`src/rtl/hmpu_pkg.sv`:
```
package hmpu_pkg;

    typedef enum logic [1:0] {
        ACC_FETCH = 2'd0,
        ACC_LOAD  = 2'd1,
        ACC_STORE = 2'd2,
        ACC_RSVD  = 2'd3
    } acc_e;

    localparam int CAUSE_W = 5;

    localparam logic [CAUSE_W-1:0] CAUSE_NONE        = 5'd0;
    localparam logic [CAUSE_W-1:0] CAUSE_FETCH_FAULT = 5'd1;
    localparam logic [CAUSE_W-1:0] CAUSE_LOAD_FAULT  = 5'd5;
    localparam logic [CAUSE_W-1:0] CAUSE_STORE_FAULT = 5'd7;
    localparam logic [CAUSE_W-1:0] CAUSE_HARVARD     = 5'd24;

    localparam int NUM_RG  = 3;
    localparam int RG_IMEM = 0;
    localparam int RG_DMEM = 1;
    localparam int RG_MMIO = 2;

    localparam int WORD_BYTES = 4;

endpackage

```
`src/rtl/hmpu_range.sv`:
```
module hmpu_range #(
    parameter int                ADDR_W = 32,
    parameter logic [ADDR_W-1:0] BASE   = '0,
    parameter logic [ADDR_W:0]   BYTES  = '0
) (
    input  logic [ADDR_W-1:0] addr,
    output logic              hit
);

    logic [ADDR_W:0] offset;

    always_comb begin
        offset = {1'b0, addr} - {1'b0, BASE};
        hit    = (addr >= BASE) && (offset < BYTES);
    end

endmodule

```
`src/rtl/hmpu_policy.sv`:
```
module hmpu_policy
    import hmpu_pkg::*;
(
    input  logic [NUM_RG-1:0]  rg_hit,
    input  acc_e               kind,
    input  logic               is_user,
    input  logic               imem_locked,
    output logic               allow,
    output logic               mmio_hit,
    output logic [CAUSE_W-1:0] cause
);

    logic [CAUSE_W-1:0] data_fault;

    always_comb begin
        data_fault = (kind == ACC_STORE) ? CAUSE_STORE_FAULT : CAUSE_LOAD_FAULT;
        mmio_hit   = 1'b0;
        cause      = CAUSE_NONE;
        unique case (kind)
            ACC_FETCH: begin
                if (rg_hit[RG_IMEM])
                    cause = imem_locked ? CAUSE_NONE : CAUSE_FETCH_FAULT;
                else if (rg_hit[RG_DMEM])
                    cause = CAUSE_HARVARD;
                else
                    cause = CAUSE_FETCH_FAULT;
            end
            ACC_LOAD, ACC_STORE, ACC_RSVD: begin
                if (rg_hit[RG_IMEM])
                    cause = CAUSE_HARVARD;
                else if (rg_hit[RG_DMEM])
                    cause = CAUSE_NONE;
                else if (rg_hit[RG_MMIO] && !is_user) begin
                    cause    = CAUSE_NONE;
                    mmio_hit = 1'b1;
                end else
                    cause = data_fault;
            end
            default: cause = CAUSE_LOAD_FAULT;
        endcase
        allow = (cause == CAUSE_NONE);
    end

endmodule

```
`src/rtl/harvard_mpu.sv`:
```
module harvard_mpu
    import hmpu_pkg::*;
#(
    parameter int                ADDR_W     = 32,
    parameter logic [ADDR_W-1:0] IMEM_BASE  = 32'h0000_0000,
    parameter int                IMEM_WORDS = 256,
    parameter logic [ADDR_W-1:0] DMEM_BASE  = 32'h0000_0400,
    parameter int                DMEM_WORDS = 1024,
    parameter logic [ADDR_W-1:0] MMIO_BASE  = 32'hFFFF_0000,
    parameter int                MMIO_BYTES = 256
) (
    input  logic [ADDR_W-1:0]  phys_addr,
    input  logic [1:0]         acc_kind,
    input  logic               is_user,
    input  logic               imem_locked,
    output logic               allow,
    output logic               mmio_hit,
    output logic [CAUSE_W-1:0] cause
);

    localparam logic [ADDR_W:0] IMEM_SPAN = (ADDR_W+1)'(IMEM_WORDS * WORD_BYTES);
    localparam logic [ADDR_W:0] DMEM_SPAN = (ADDR_W+1)'(DMEM_WORDS * WORD_BYTES);
    localparam logic [ADDR_W:0] MMIO_SPAN = (ADDR_W+1)'(MMIO_BYTES);

    logic [NUM_RG-1:0] rg_hit;
    acc_e              kind;

    assign kind = acc_e'(acc_kind);

    for (genvar gi = 0; gi < NUM_RG; gi++) begin : g_rg
        localparam logic [ADDR_W-1:0] RB = (gi == RG_IMEM) ? IMEM_BASE :
                                           (gi == RG_DMEM) ? DMEM_BASE : MMIO_BASE;
        localparam logic [ADDR_W:0]   RS = (gi == RG_IMEM) ? IMEM_SPAN :
                                           (gi == RG_DMEM) ? DMEM_SPAN : MMIO_SPAN;
        hmpu_range #(
            .ADDR_W (ADDR_W),
            .BASE   (RB),
            .BYTES  (RS)
        ) u_range (
            .addr (phys_addr),
            .hit  (rg_hit[gi])
        );
    end

    hmpu_policy u_policy (
        .rg_hit      (rg_hit),
        .kind        (kind),
        .is_user     (is_user),
        .imem_locked (imem_locked),
        .allow       (allow),
        .mmio_hit    (mmio_hit),
        .cause       (cause)
    );

    always_comb begin
        AST_REGIONS_DISJOINT: assert ($onehot0(rg_hit));
        AST_ONE_OUTCOME: assert (allow == (cause == CAUSE_NONE));
        if (mmio_hit) begin
            AST_MMIO_TAG: assert (allow && rg_hit[RG_MMIO] && !is_user && kind != ACC_FETCH);
        end
        if (rg_hit[RG_IMEM] && kind != ACC_FETCH) begin
            AST_DATA_INTO_IMEM: assert (cause == CAUSE_HARVARD);
        end
        if (rg_hit[RG_DMEM] && kind == ACC_FETCH) begin
            AST_FETCH_FROM_DMEM: assert (cause == CAUSE_HARVARD);
        end
        if (rg_hit[RG_IMEM] && kind == ACC_FETCH && !imem_locked) begin
            AST_UNLOCKED_FETCH: assert (cause == CAUSE_FETCH_FAULT);
        end
        if (rg_hit[RG_MMIO] && is_user && kind != ACC_FETCH) begin
            AST_USER_IO_DENIED: assert (!allow && !mmio_hit);
        end
    end

endmodule

```
`config.mk`:
```
export PLATFORM = sky130hd
export DESIGN_NAME = harvard_mpu
export DESIGN_NICKNAME = d
export VERILOG_FILES = /design/src/rtl/hmpu_pkg.sv /design/src/rtl/hmpu_range.sv /design/src/rtl/hmpu_policy.sv /design/src/rtl/harvard_mpu.sv
export SDC_FILE = /design/constraint.sdc
export NUM_CORES = 1
export LEC_CHECK = 0
export ABC_AREA = 0
export CORE_AREA = 4 4 41 43
export DETAILED_ROUTE_END_ITERATION = 6
export DIE_AREA = 0 0 45 47
export PLACE_DENSITY = 0.82
export SKIP_LAST_GASP = 1
export SLEW_MARGIN = 40
export SYNTH_ARGS = -nofsm -noshare
export SYNTH_HDL_FRONTEND = slang
export SYNTH_HIERARCHICAL = 1
export SYNTH_SLANG_ARGS = --single-unit
```
`constraint.sdc`:
```
create_clock -name vclk -period 3.1
set_input_delay 0.62 -clock vclk [all_inputs]
set_output_delay 0.62 -clock vclk [all_outputs]
set_load 0.01 [all_outputs]
```
==> impl_results.rst, run 1 <==
.. list-table::
   :header-rows: 1

   * - Metric
     - Value
   * - Outcome
     - complete, no violations
   * - Series of cell instances along the critical path
     - clkdlybuf4s50_1 > nor4_2 > nand4_1 > nor4_4 > buf_4 > buf_4 > nand3_1 > o21ai_1 > buf_2
   * - Hold path startpoint
     - imem_locked
   * - Max-cap viol count
     - 0
   * - Number of global-route vias before repair
     - 655
   * - Combined area of all synthesized cells
     - 317.8 um2
   * - Pwr Density
     - 92.98 nW/um2
   * - Net Count, Synth
     - 81
   * - Largest vdd supply drop
     - 0.05457 mV
   * - Clk_buf instances
     - 0
   * - Port buffer count
     - 35
   * - Standard cell with the maximum stage delay on the critical path
     - sky130_fd_sc_hd__clkdlybuf4s50_1
   * - Post-layout power
     - 0.08097 mW
   * - Slew @ Worst Pin
     - 0.2598 ns
   * - Count of non-filler cells in the finished layout
     - 117
   * - Initial antenna violation count
     - 0
   * - Share of the cycle needed by the critical path after routing
     - 0.9740
   * - Met3 usage
     - 0.01916
   * - F_max
     - 331.2 MHz
   * - Synthesized-area fraction occupied by adder cells
     - 0.03937
   * - Floorplan Core Area
     - 1301 um2
   * - Share of layout cells above drive strength 1
     - 0.4608
   * - Fraction of the mapped netlist area in compound gates
     - 0.1220
   * - Cts-stage hold buffer count
     - 0
   * - Worst-case hold path end point
     - allow
   * - Worst rel slew slack
     - 0.8252
   * - Most used routing layer
     - met2
   * - Boundary Pins
     - 43
   * - Full die area
     - 2115 um2
   * - Area share of and/or/nand/nor cells after synthesis
     - 0.7874
   * - Multiplexer share of the synthesized area
     - 0
   * - Number of cells produced by synthesis
     - 44
   * - Global-route wire length before repair
     - 2573 um
   * - Min cycle time layout
     - 3.019 ns
   * - Via-per-instance ratio
     - 5.393
   * - # rows
     - 13
   * - Peak fanout along the critical path
     - 5
   * - Cell leakage power
     - 0.3633 nW
   * - Number of sequential cells
     - 0
   * - Dominant combinational cell family by area after synthesis
     - simple AND/OR/NAND/NOR gates
   * - Number of warnings printed during yosys synthesis
     - 6
   * - Aggregate global-route resource usage
     - 0.1581
   * - Setup TNS
     - 0 ns
   * - Share of synthesized area occupied by flip-flops and latches
     - 0
   * - Gate family responsible for the most delay along the worst path
     - buffers and inverters
   * - GR Util met2
     - 0.3390
   * - Die W
     - 45 um
   * - Global-route track usage on met1
     - 0.1618
   * - Post-DRT Antenna Nets
     - 0
   * - Largest area contributor in the synthesized netlist
     - sky130_fd_sc_hd__nor4_1
   * - Multi-input gate area in the final layout
     - 366.6 um2
   * - Diodes inserted
     - 0
   * - Worst Path Class, Setup
     - input port to output pin
   * - Post-synth cell types
     - 23
   * - Top cells by area in the synthesized netlist
     - sky130_fd_sc_hd__nor4_1 (16%), sky130_fd_sc_hd__nor4_2 (12%), sky130_fd_sc_hd__nand4_1 (5.9%), sky130_fd_sc_hd__nand4b_1 (5.5%), sky130_fd_sc_hd__nor3_1 (4.7%)
   * - Total Nets Final
     - 141
   * - Post-Place Cells
     - 114
   * - Sort of element at the start of the critical path
     - input port
   * - Die Span Y
     - 47 um
   * - Area grow syn2layout
     - 174.0%
   * - Maximum cell stage delay along the critical path
     - 0.50 ns
   * - Total area of sequential cells
     - 0 um2
   * - Cell with the most instances on the worst path
     - sky130_fd_sc_hd__buf_4
   * - Buffers & Inverters on Critical Path
     - 4
   * - Half-perimeter wire length after detailed placement
     - 1392 um
   * - Worst min path class
     - input port to output pin
   * - Total DRC errors in the routed layout
     - 0
   * - Crit. End Element
     - output pin
   * - Drt wl/cell
     - 15.05 um
   * - DR vias
     - 631
   * - Final global-route overflow total
     - 0
   * - Most frequent cell after synthesis
     - sky130_fd_sc_hd__nor4_1
   * - Final Setup Violations
     - 0
   * - Endpoints failing hold
     - 0
   * - Arrival time of the worst setup path
     - 2.40 ns
   * - Post-synthesis area per instance
     - 7.223 um2
   * - Number of search-and-repair iterations in the first detailed-routing pass
     - 4
   * - Final weighted congestion in routability-driven placement
     - 0.8928
   * - Post-Synth XOR/XNOR Area
     - 0.02756
   * - Post-synth top cells
     - sky130_fd_sc_hd__nor4_1 (8), sky130_fd_sc_hd__nand2_1 (4), sky130_fd_sc_hd__nand4_1 (3), sky130_fd_sc_hd__nor3_1 (3), sky130_fd_sc_hd__nor4_2 (3)
   * - Total wire length
     - 1761 um
   * - Cell depth of the worst hold path
     - 4
   * - Critical path required time
     - 2.48 ns
   * - Violation count after the first detailed-route iteration
     - 7
   * - Final-layout fill cell count
     - 118
   * - Largest net degree at the start of global routing
     - 7
   * - Initial cell density of the core
     - 0.2442
   * - Number of pins exceeding their max-slew limit in the final report
     - 0
   * - Area share of the leading cell type in the synthesized netlist
     - 0.1575
==> cells in the final DEF, fill, tap and decap left out, drive strengths merged <==
| cell | synthesis | routed |
|---|---|---|
| nor3 | 4 | 4 |
| ha | 1 | 1 |
| nor4b | 1 | 1 |
| nor4 | 11 | 11 |
| o22ai | 1 | 1 |
| clkdlybuf4s15 | 0 | 2 |
| clkbuf | 0 | 1 |
| and4bb | 1 | 1 |
| nand2 | 4 | 4 |
| xor2 | 1 | 1 |
| nor2b | 1 | 1 |
| or4 | 2 | 2 |
| clkdlybuf4s50 | 0 | 12 |
| nor2 | 3 | 3 |
| buf | 1 | 30 |
| nand4b | 2 | 2 |
| dlygate4sd2 | 0 | 13 |
| a22o | 1 | 1 |
| nand3 | 2 | 2 |
| dlymetal6s2s | 0 | 1 |
| nand4 | 3 | 3 |
| and3b | 1 | 1 |
| o21ai | 4 | 4 |
==> per-stage QoR <==
step	utilization	setup WS, ns	hold WS (ns)	cell area [um2]
final	0.6692	0.08075	1.952	870.8
after global routing	0.6692	-0.01526	1.987	870.8
after CTS	0.6404	0.02225	1.948	833.3
after detailed placement	0.6433	-0.6287	2.317	837.1
after global placement	0.6433	-0.5717	2.289	837.1
after floorplan	-	0.3757	1.413	317.8
==> cell families (layout without fill, tap and decap cells) <==
logic type | Yosys count | count (layout)
AO/OA/AOI/OAI | 6 | 6
AND/OR/NAND/NOR | 35 | 35
adder cells (fa/ha/maj) | 1 | 1
XOR/XNOR | 1 | 1
buffers and inverters | 1 | 59
==> tightest hold or removal path, stage by stage <==
cell                              delay [ns]
sky130_fd_sc_hd__clkdlybuf4s50_1        0.42
sky130_fd_sc_hd__nand3_1                0.09
sky130_fd_sc_hd__o21ai_1                0.07
sky130_fd_sc_hd__buf_2                  0.14
==> timing repair <==
item / CTS / global route
setup buffers: 3 / 0
resized for setup: 47 / 9
setup endpoints to repair: 7 / 3
pin swaps: 6 / 6
==> power breakdown <==
part | switching [mW] | total, mW | internal (mW)
Combinational | 0.0318 | 0.0810 | 0.0492
Clock | 0 | 0 | 0
Sequential | 0 | 0 | 0
Total | 0.0318 | 0.0810 | 0.0492
==> area by class of cell <==
cell class	instances	area share
Timing Repair Buffer	59	0.5575
Multi-Input combinational cell	43	0.4210
Tap cell	15	0.02155
==> layer usage <==
| layer | routed length (um) | vias to the layer above |
|---|---|---|
| met4 | 9 | 0 |
| met3 | 163 | 2 |
| met5 | 0 | - |
| met2 | 964 | 34 |
| met1 | 624 | 291 |
| li1 | - | 304 |
==> worst max-delay path by stage <==
stage	start	endpoint	slack, ns	cells after the start
3_3_place_gp	phys_addr[16]	allow	-0.57	9
4_1_cts	phys_addr[16]	allow	0.02	10
6_report	phys_addr[13]	allow	0.08	9
5_1_grt	phys_addr[12]	allow	-0.02	9
3_5_place_dp	phys_addr[16]	allow	-0.63	9
2_1_floorplan	phys_addr[24]	cause[4]	0.38	5
No activity file was read; power rests on OpenSTA's default activity.
==> inputs of run 2 (changes only) <==
- GPL_TIMING_DRIVEN: not set -> 1
==> results of run 2 <==
No change in the layout: final DEF, timing and power equal those of run 1.
==> inputs of run 3 (changes only) <==
- CORE_AREA: 4 4 41 43 -> not set
- CORE_MARGIN: not set -> 4
- CORE_UTILIZATION: not set -> 32
- DIE_AREA: 0 0 45 47 -> not set
- PLACE_DENSITY: 0.82 -> 0.89
- REMOVE_ABC_BUFFERS: not set -> 1
- SYNTH_HIERARCHICAL: 1 -> not set
==> impl_results.rst, run 3 <==
.. list-table::
   :header-rows: 1

   * - Metric
     - Value
   * - Hold path startpoint
     - phys_addr[24]
   * - Initial cell density of the core
     - 0.3447 (+0.1005)
   * - Number of pins exceeding their max-slew limit in the final report
     - 0 (unchanged)
   * - Post-detailed-placement cell area
     - 973.4 um2 (+16%)
   * - Max-cap viol count
     - 0 (unchanged)
   * - Port buffer count
     - 35 (unchanged)
   * - Number of cells produced by synthesis
     - 64 (+45%)
   * - Aggregate global-route resource usage
     - 0.2785 (+0.1203)
   * - Largest vdd supply drop
     - 0.06479 mV (+19%)
   * - Total net switching power
     - 0.05119 mW (+61%)
   * - Share of the core filled with cells
     - 0.8936 (+0.2244)
   * - Post-DRT Antenna Nets
     - 0 (unchanged)
   * - Logic gate share of total power
     - 1.000 (about the same)
   * - Violated checks
     - negative setup slack
   * - Total DRC errors in the routed layout
     - 0 (unchanged)
   * - Peak fanout along the critical path
     - 4 (-1)
   * - Share of synthesized area occupied by flip-flops and latches
     - 0 (unchanged)
   * - Cts-stage hold buffer count
     - 0 (unchanged)
   * - Unrepaired setup endpoints after global routing
     - yes
   * - Worst min path class
     - input port to output pin
   * - Share of total power in the clock network
     - 0 (unchanged)
   * - Via-per-instance ratio
     - 6.207 (+15%)
   * - Post-synth cell types
     - 35 (+52%)
   * - Cell leakage power
     - 0.5309 nW (+46%)
   * - Clk_buf instances
     - 0 (unchanged)
   * - Post-Place Cells
     - 134 (+18%)
   * - Pwr Density
     - 89.76 nW/um2 (-3.5%)
   * - Total wire length
     - 3171 um (+80%)
   * - Crit. End Element
     - output pin
   * - Buffers & Inverters on Critical Path
     - 3 (-1)
   * - Worst rel slew slack
     - 0.7274 (-0.09785)
   * - Area share of the leading cell type in the synthesized netlist
     - 0.09366 (-0.06382)
   * - Total area of sequential cells
     - 0 um2 (unchanged)
   * - Outcome
     - complete, but fails checks
   * - Worst Path Class, Setup
     - input port to output pin
   * - Standard cell with the maximum stage delay on the critical path
     - sky130_fd_sc_hd__nor4b_4
   * - Final weighted congestion in routability-driven placement
     - 0.8908 (-0.22%)
   * - Share of layout cells above drive strength 1
     - 0.6296 (+0.1688)
   * - Critical path required time
     - 2.48 ns (about the same)
   * - Total Nets Final
     - 175 (+24%)
   * - # rows
     - 13 (unchanged)
   * - Drt wl/cell
     - 21.14 um (+40%)
   * - Post-synthesis area per instance
     - 7.097 um2 (-1.7%)
   * - Largest net degree at the start of global routing
     - 6 (-1)
   * - Cell with the most instances on the worst path
     - sky130_fd_sc_hd__nor4_4
   * - Number of warnings printed during yosys synthesis
     - 0 (-6)
   * - Gate family responsible for the most delay along the worst path
     - simple AND/OR/NAND/NOR gates
   * - Pre-CTS setup slack
     - -0.8110 ns (-0.1823 ns)
   * - Post-synth top cells
     - sky130_fd_sc_hd__nor2_1 (9), sky130_fd_sc_hd__nand4_1 (5), sky130_fd_sc_hd__nand2_1 (4), sky130_fd_sc_hd__nand3_1 (4)
   * - Diodes inserted
     - 0 (unchanged)
   * - F_max
     - 309.4 MHz (-6.6%)
   * - Share of the cycle needed by the critical path after routing
     - 1.042 (+0.06851)
   * - Endpoints failing hold
     - 0 (unchanged)
   * - Most frequent cell after synthesis
     - sky130_fd_sc_hd__nor2_1
   * - Layout Cell Area excl Fill
     - 1177 um2 (+35%)
   * - Min cycle time layout
     - 3.232 ns (+0.2124 ns)
   * - Sort of element at the start of the critical path
     - input port
   * - Half-perimeter wire length after detailed placement
     - 1743 um (+25%)
   * - Switching part of the total
     - 0.4844 (+0.09216)
   * - Combined area of all synthesized cells
     - 454.2 um2 (+43%)
   * - Arrival time of the worst setup path
     - 2.61 ns (+0.21 ns)
   * - Series of cell instances along the critical path
     - clkdlybuf4s15_1 > nor4_4 > nand2_2 > nor4_4 > buf_4 > xor2_2 > nor4b_4 > a21oi_2 > clkdlybuf4s15_2
   * - DR vias
     - 931 (+48%)
   * - Final global-route overflow total
     - 0 (unchanged)
   * - Critical path startpoint
     - phys_addr[25]
   * - Sequential Power Share
     - 0 (unchanged)
   * - Initial antenna violation count
     - 0 (unchanged)
   * - Setup slack of the critical path after layout
     - -0.1316 ns (-0.2124 ns)
   * - Violation count after the first detailed-route iteration
     - 26 (+19)
   * - Die Span Y
     - 45.68 um (-2.8%)
   * - Internal portion of total power
     - 0.05449 mW (+11%)
   * - Number of sequential cells
     - 0 (unchanged)
   * - Number of global-route vias before repair
     - 967 (+48%)
   * - Setup TNS
     - -0.4431 ns (-0.4431 ns)
   * - Final Setup Violations
     - 6 (+6)
   * - Full die area
     - 2086 um2 (-1.4%)
   * - Number of search-and-repair iterations in the first detailed-routing pass
     - 4 (unchanged)
   * - Global-route wire length before repair
     - 4264 um (+66%)
   * - Most frequent cells in the layout
     - sky130_fd_sc_hd__buf_4 (35), sky130_fd_sc_hd__clkbuf_2 (10), sky130_fd_sc_hd__nor2_1 (9)
   * - Largest area contributor in the synthesized netlist
     - sky130_fd_sc_hd__nor4_4
   * - Maximum cell stage delay along the critical path
     - 0.45 ns (-0.05 ns)
   * - Floorplan Core Area
     - 1318 um2 (+1.2%)
   * - Boundary Pins
     - 43 (unchanged)
   * - Area grow syn2layout
     - 159.2%
   * - Top cells by area in the synthesized netlist
     - sky130_fd_sc_hd__nor4_4 (9.4%), sky130_fd_sc_hd__nor2_1 (7.4%), sky130_fd_sc_hd__nand4_1 (6.9%), sky130_fd_sc_hd__ha_1 (5.5%), sky130_fd_sc_hd__nand3_1 (4.4%)
   * - Die W
     - 45.68 um (+1.5%)
   * - Count of non-filler cells in the finished layout
     - 150 (+28%)
   * - Slew @ Worst Pin
     - 0.4072 ns (+0.1474 ns)
   * - Most common cell after layout, fill and taps aside
     - sky130_fd_sc_hd__buf_4
-- run 3: cell count changes after synthesis, moves of 3 or more --
cell	previous run	this run
sky130_fd_sc_hd__nor2_1	1	9
sky130_fd_sc_hd__nor2b_1	0	3
sky130_fd_sc_hd__nor4_1	8	3
sky130_fd_sc_hd__nor4_2	3	0
-- run 3: per-layer routing --
layer  share of wire  GRT usage  up-vias  routed length (um)
met5               0          0        -                   0
met4           0.057    0.07602        0                 182
met3           0.070    0.01976       23                 222
met2            0.52     0.5487       74                1662
met1            0.35     0.3084      433                1103
li1                -          -      401                   -
-- run 3: tightest hold or removal path: cells and delay by family --
family	cells	cell delay (ns)
buffers and inverters	3	0.36
AND/OR/NAND/NOR	4	0.33
-- run 3: kinds of logic after synthesis --
kind of cell / after synthesis / synth area share
mux: 1 / 0.02204
compound gates: 13 / 0.2259
buf+inv: 3 / 0.03307
xor+xnor: 1 / 0.01929
fa+ha+maj: 2 / 0.05509
simple gates: 44 / 0.6447
-- run 3: power by group through the flow --
stage	Clock [mW]	Sequential (mW)	Combinational, mW
floorplan	0	0	0.0202
global placement	0	0	0.0866
detailed placement	0	0	0.0902
CTS	0	0	0.0958
global route	0	0	0.111
finish	0	0	0.106
-- run 3: what timing repair did --
| action | in CTS | in global routing |
|---|---|---|
| pin swaps | 19 | 22 |
| endpoints found under the setup margin | 7 | 7 |
| setup buffers | 12 | 4 |
| resized for setup | 83 | 37 |
-- run 3: final timing paths --
| kind | end | slack, ns | cells past startpoint |
|---|---|---|---|
| min | mmio_hit | 1.92 | 7 |
| max | cause[0] | -0.13 | 9 |
-- run 3: cell type report --
type / count / area (um2)
multi-input combinational: 61 / 594.3
inverter: 2 / 7.507
tap: 15 / 18.77
timing repair buffer: 72 / 556.8
fill: 72 / 140.1
-- run 3: through the flow --
step	power, mW	hold WS [ns]
final	0.1057	1.924
after global placement	0.08659	2.310
after CTS	0.09578	1.995
after global routing	0.1106	1.979
after detailed placement	0.09024	2.343
after floorplan	0.02021	1.291
